`src/rtl/spi_cmd_engine.sv`:
```
module spi_cmd_engine #(
  parameter int SLOW_DIV = 4,
  parameter int FAST_DIV = 2
) (
  input  logic       clk,
  input  logic       rst_n,
  input  logic       reg_we,
  input  logic [2:0] reg_addr,
  input  logic [7:0] reg_wdata,
  output logic [7:0] reg_rdata,
  output logic       spi_sck,
  output logic       spi_cs_n,
  output logic       spi_mosi,
  input  logic       spi_miso
);

  localparam int MAXDIV = (SLOW_DIV > FAST_DIV) ? SLOW_DIV : FAST_DIV;
  localparam int CW = $clog2(MAXDIV) + 1;
  localparam logic [CW-1:0] SLOW_HALF = CW'(SLOW_DIV / 2 - 1);
  localparam logic [CW-1:0] FAST_HALF = CW'(FAST_DIV / 2 - 1);
  localparam logic [CW-1:0] SLOW_FULL = CW'(SLOW_DIV - 1);
  localparam logic [CW-1:0] FAST_FULL = CW'(FAST_DIV - 1);

  typedef enum logic [1:0] {IDLE, XFER, TAIL} st_t;
  st_t st;

  logic [7:0] op_q, a2_q, a3_q, a4_q, d7_q, rx0_q, rx1_q, rx2_q;
  logic [39:0] tx_sh;
  logic [6:0] rx_sh;
  logic [5:0] bit_cnt, last_bit, tx_bits;
  logic [CW-1:0] div_cnt;
  logic fast_q;

  logic busy;
  assign busy     = (st != IDLE);
  assign spi_cs_n = ~busy;
  assign spi_mosi = (st == XFER) ? tx_sh[39] : 1'b0;

  logic start;
  assign start = reg_we && (reg_addr == 3'd0) && !busy &&
                 (reg_wdata[7:4] == 4'h4 || reg_wdata[7:4] == 4'h5);

  logic [2:0] ntx;
  logic [39:0] tx_load;
  always_comb begin
    case (reg_wdata[1:0])
      2'd0: begin ntx = 3'd1; tx_load = {op_q, 32'd0}; end
      2'd1: begin ntx = 3'd2; tx_load = {op_q, d7_q, 24'd0}; end
      2'd2: begin ntx = 3'd4; tx_load = {op_q, a4_q, a3_q, a2_q, 8'd0}; end
      default: begin ntx = 3'd5; tx_load = {op_q, a4_q, a3_q, a2_q, d7_q}; end
    endcase
  end

  logic [3:0] nsum;
  logic [2:0] nm1;
  assign nsum = {1'b0, ntx} + {2'b00, reg_wdata[3:2]};
  assign nm1  = 3'(nsum - 4'd1);

  logic [CW-1:0] half_lim, full_lim;
  assign half_lim = fast_q ? FAST_HALF : SLOW_HALF;
  assign full_lim = fast_q ? FAST_FULL : SLOW_FULL;

  logic [5:0] rx_off;
  assign rx_off = bit_cnt - tx_bits;

  always_ff @(posedge clk or negedge rst_n) begin
    if (!rst_n) begin
      op_q <= '0; a2_q <= '0; a3_q <= '0; a4_q <= '0; d7_q <= '0;
    end else if (reg_we) begin
      case (reg_addr)
        3'd1: op_q <= reg_wdata;
        3'd2: a2_q <= reg_wdata;
        3'd3: a3_q <= reg_wdata;
        3'd4: a4_q <= reg_wdata;
        3'd7: d7_q <= reg_wdata;
        default: ;
      endcase
    end
  end

  always_ff @(posedge clk or negedge rst_n) begin
    if (!rst_n) begin
      st <= IDLE; spi_sck <= 1'b0; div_cnt <= '0; bit_cnt <= '0;
      last_bit <= '0; tx_bits <= '0; tx_sh <= '0; rx_sh <= '0; fast_q <= 1'b0;
      rx0_q <= '0; rx1_q <= '0; rx2_q <= '0;
    end else begin
      case (st)
        IDLE: if (start) begin
          st       <= XFER;
          spi_sck  <= 1'b0;
          div_cnt  <= '0;
          bit_cnt  <= '0;
          tx_sh    <= tx_load;
          tx_bits  <= {ntx, 3'b000};
          last_bit <= {nm1, 3'b111};
          fast_q   <= reg_wdata[4];
        end
        XFER: if (div_cnt == half_lim) begin
          div_cnt <= '0;
          spi_sck <= ~spi_sck;
          if (!spi_sck) begin
            if (bit_cnt >= tx_bits) begin
              if (bit_cnt[2:0] == 3'd7) begin
                case (rx_off[4:3])
                  2'd0: rx0_q <= {rx_sh, spi_miso};
                  2'd1: rx1_q <= {rx_sh, spi_miso};
                  default: rx2_q <= {rx_sh, spi_miso};
                endcase
              end else begin
                rx_sh <= {rx_sh[5:0], spi_miso};
              end
            end
          end else if (bit_cnt == last_bit) begin
            st <= TAIL;
          end else begin
            bit_cnt <= bit_cnt + 6'd1;
            tx_sh   <= {tx_sh[38:0], 1'b0};
          end
        end else begin
          div_cnt <= div_cnt + 1'b1;
        end
        TAIL: if (div_cnt == full_lim) begin
          st <= IDLE; div_cnt <= '0;
        end else begin
          div_cnt <= div_cnt + 1'b1;
        end
        default: st <= IDLE;
      endcase
    end
  end

  always_comb begin
    case (reg_addr)
      3'd0: reg_rdata = {busy, 7'd0};
      3'd1: reg_rdata = op_q;
      3'd2: reg_rdata = a2_q;
      3'd3: reg_rdata = a3_q;
      3'd4: reg_rdata = a4_q;
      3'd5: reg_rdata = rx0_q;
      3'd6: reg_rdata = rx1_q;
      default: reg_rdata = rx2_q;
    endcase
  end

  AST_SCK_IDLE_LOW: assert property (@(posedge clk) disable iff (!rst_n)
    spi_cs_n |-> !spi_sck);
  AST_MOSI_STABLE_AT_RISE: assert property (@(posedge clk) disable iff (!rst_n)
    $rose(spi_sck) |-> $stable(spi_mosi));
  AST_END_CLEAN: assert property (@(posedge clk) disable iff (!rst_n)
    $rose(spi_cs_n) |-> !spi_sck && $past(!spi_sck));
  AST_BUSY_WRITE_KEEPS_RATE: assert property (@(posedge clk) disable iff (!rst_n)
    (busy && reg_we && reg_addr == 3'd0) |=> $stable(fast_q) && $stable(last_bit));
  AST_BAD_NIBBLE_NO_START: assert property (@(posedge clk) disable iff (!rst_n)
    (!busy && reg_we && reg_addr == 3'd0 && reg_wdata[7:5] != 3'b010) |=> spi_cs_n);
  AST_BIT_WITHIN_FRAME: assert property (@(posedge clk) disable iff (!rst_n)
    busy |-> bit_cnt <= last_bit);

endmodule

```
`config.mk`:
```
export PLATFORM = sky130hd
export DESIGN_NAME = spi_cmd_engine
export DESIGN_NICKNAME = d
export VERILOG_FILES = /design/src/rtl/spi_cmd_engine.sv
export SDC_FILE = /design/constraint.sdc
export NUM_CORES = 1
export LEC_CHECK = 0
export CORE_MARGIN = 2
export CORE_UTILIZATION = 55
export DETAILED_ROUTE_END_ITERATION = 16
export PLACE_DENSITY = 0.76
export SLEW_MARGIN = 5
export SYNTH_ARGS = -nofsm -noshare
export SYNTH_HDL_FRONTEND = slang
export SYNTH_SLANG_ARGS = --single-unit
```
`constraint.sdc`:
```
create_clock -name clk -period 2.28 [get_ports clk]
set_input_delay 0.342 -clock clk [delete_from_list [all_inputs] [get_ports clk]]
set_output_delay 0.342 -clock clk [all_outputs]
set_load 0.02 [all_outputs]
```
==> flow_summary.toml <==
[outcome]
status = "completed"

[global_route]
overflow = 0
grt_max_degree = 52
grt_pass1_wl_um = 26600
antenna_found_initial = 0
grt_usage_pct = 27.6
grt_pass1_vias = 5019

[synthesis]
dominantRegCellSynth = "dfrtp_1"
synth_cell_types = 56
yosysSeqAreaShare_pct = 51.2
synth_most_common_cell = "dfrtp_1"
synth-seq-cells = 131
synth_edf_count = 0
synth_area_um2 = 6410
syn_inst = 592
synth.area.top_cells = "dfrtp_1 (51%), mux2_2 (13%), nor2_1 (4.4%)"
synth_top_cell_area_share_pct = 51.2
avgSynthCellArea_um2 = 10.8
yosysTopAreaCell = "dfrtp_1"
synthArstFlopShare_pct = 100
ys_warn_count = 0
synth_fp_nets = 624
synthTopCellsByCount = "dfrtp_1 (131), nor2_1 (75), mux2_2 (74), a21oi_1 (46), nand2_1 (27)"

[worst_setup_path]
crit_type = "reg2out"
cp_max_fo = 3
path_buf_inv = 1
cp_top_family = "compound AO/OA/AOI/OAI gates"
startpoint_type = "flip-flop"
cp_num_cells = 6
end_kind = "output port"
critPathSlowestCell = "dfrtp_2"
crit_chain = "mux2_4 > a221oi_2 > a31oi_1 > a21oi_1 > nor2_1 > buf_4"
crit_start = "a4_q[7]"
cp-endpoint = "reg_rdata[7]"
crit_required_ps = 1940
r2r_end = "rx1_q[4]"
worst-r2r-setup-slack_ps = 40
reg2regPathDepth = 7
arrival_ps = 1900
critPathMaxStageDelay_ps = 450
r2r_start = "tx_bits[3]"

[cts]
clock_latency_ps = 420
h-tree-depth = 4
cts_made_buffers = 17
tritoncts = "yes"
cts.clk_slew.worst_paths_ps = 50
clockBufferDepth = 2
cts_root_buf = "clkbuf_16"
cts.sinks = 131

[power]
p_comb_share_pct = 9.4
seq_power_share_pct = 46.9
p_per_area_nw_per_um2 = 716
cellLeakagePower_nw = 3.90
power.share.clock_pct = 43.7
switching_share_pct = 24.4
ir_worst_vdd_v = 0.000764
total_power_mw = 5.71
p_int_mw = 4.32
power.switching_mw = 1.40

[placed_design]
io_buffer_count = 25
place_worst_setup_slack_ps = -409
postPlaceCellArea_um2 = 7260
hpwlAfterDp_um = 11600
gp_congestion = 0.893

[drt]
vias_per_cell = 6.16
dr.pass1.iters = 5
remaining_drc_errors = 0
drt_iter0_drc = 398
maxUsedRoutingLayer = "met4"
m1WireLength_um = 7020
routedWlPerCell_um = 20.3
vias = 5084
final_antenna_net_count = 0
dr_wl_met2_um = 8220
totalWireLength_um = 16800
wl_met3_um = 1100

[flow_run]
maxCapViolations = 0

[sta]
min_period_ps = 2250
holdWs_ps = 474
finalCritPeriodShare_pct = 98.5
relSlewSlack_pct = 52.5
layout_setup_ws_ps = 34.0
tns_ps = 0
max_freq_mhz = 445
rsz0062_at_grt = "yes"
fin_skew_ps = 6.74
worst_slew_pin_slew_ps = 709
setup_viol = 0
slew_violations = 0
hold_viol_final = 0

[floorplanning]
die_x_um = 112
dieArea_um2 = 12500
start_util_pct = 56.4
core_um2 = 11400
die_h_um = 112
pin_count = 26
rows = 39

[final_layout]
design_area_um2 = 7980
drive_gt1_share_pct = 28.4
largest_register_ffs = 40
area_delta_synth_final_pct = 24.5
regMostFlops = "tx_sh"
final_nets = 703
insertedDiodeCount = 0

[min_path]
hold_path_class = "in2async"
==> power by group through the flow <==
stage	Clock [mW]	Sequential [mW]	Combinational, mW
floorplan	0	2.60	0.303
global placement	0	2.71	0.500
detailed placement	0	2.70	0.521
CTS	2.53	2.67	0.525
global route	2.63	2.69	0.581
finish	2.50	2.68	0.537
==> metrics by stage <==
stage / std cells / util, %
global route: 825 / 70.2
finish: 825 / 70.2
floorplan: 592 / -
detailed placement: 787 / 63.8
CTS: 819 / 69.1
global placement: 787 / 63.8
==> kinds of logic (layout without fill, tap and decap cells) <==
kind of cell               Yosys count  count (layout)  synth area share, %
muxes                               80              80                 13.9
DFF                                131             131                 51.2
and+or+nand+nor                    164             164                 12.8
xor gates and xnor gates             7               7                0.957
adders and majority gates           17              17                 3.32
AOI/OAI and AO/OA                  138             138                 14.4
buffers and inverters               55             145                 3.50
==> how the worst min path moves through the flow <==
stage                          start  cells after the start          end
after floorplan                rst_n                      0      a2_q[0]
after global placement         rst_n                      1  last_bit[5]
after detailed placement       rst_n                      1   tx_bits[5]
after CTS                      rst_n                      2   bit_cnt[5]
after global routing      tx_bits[4]                      2   tx_bits[4]
final                          rst_n                      2   tx_bits[3]
==> layer usage <==
metal,track usage [%],up-vias
li1,-,2303
met1,36.3,2539
met2,43.6,200
met3,8.06,42
met4,10.7,0
met5,0,-
==> cell usage in the layout, fill, tap and decap left out, drive strengths merged, types with 7 or more instances in the layout <==
master / synthesis / routed
a22oi: 18 / 18
buf: 8 / 69
nand3: 8 / 8
and3: 10 / 10
o221ai: 7 / 7
a221oi: 10 / 10
o22ai: 10 / 10
a21oi: 47 / 47
o21ai: 17 / 17
nand2: 27 / 27
mux2: 74 / 74
inv: 21 / 21
dfrtp: 131 / 131
clkdlybuf4s50: 0 / 13
nor2: 76 / 76
ha: 17 / 17
clkbuf: 26 / 24
nor3: 11 / 11
==> final cells by class <==
class / instances / area (µm²)
Clock buffer: 24 / 482
Clock inverter: 6 / 55.1
Fill cell: 781 / 3390
Inverter: 21 / 78.8
Multi-Input combinational cell: 406 / 3020
Sequential cell: 131 / 3280
Tap cell: 143 / 179
Timing Repair Buffer: 94 / 887
==> timing repair <==
item / in CTS / in global routing
gates resized for setup: 23 / 24
endpoints found under the hold margin: 39 / 0
buffers inserted: 0 / 5
hold buffers: 1 / 0
gates cloned: 1 / 1
setup endpoints to repair: 12 / 32
pin swaps: 0 / 8
Note: power is estimated with default switching activity, not from simulation.
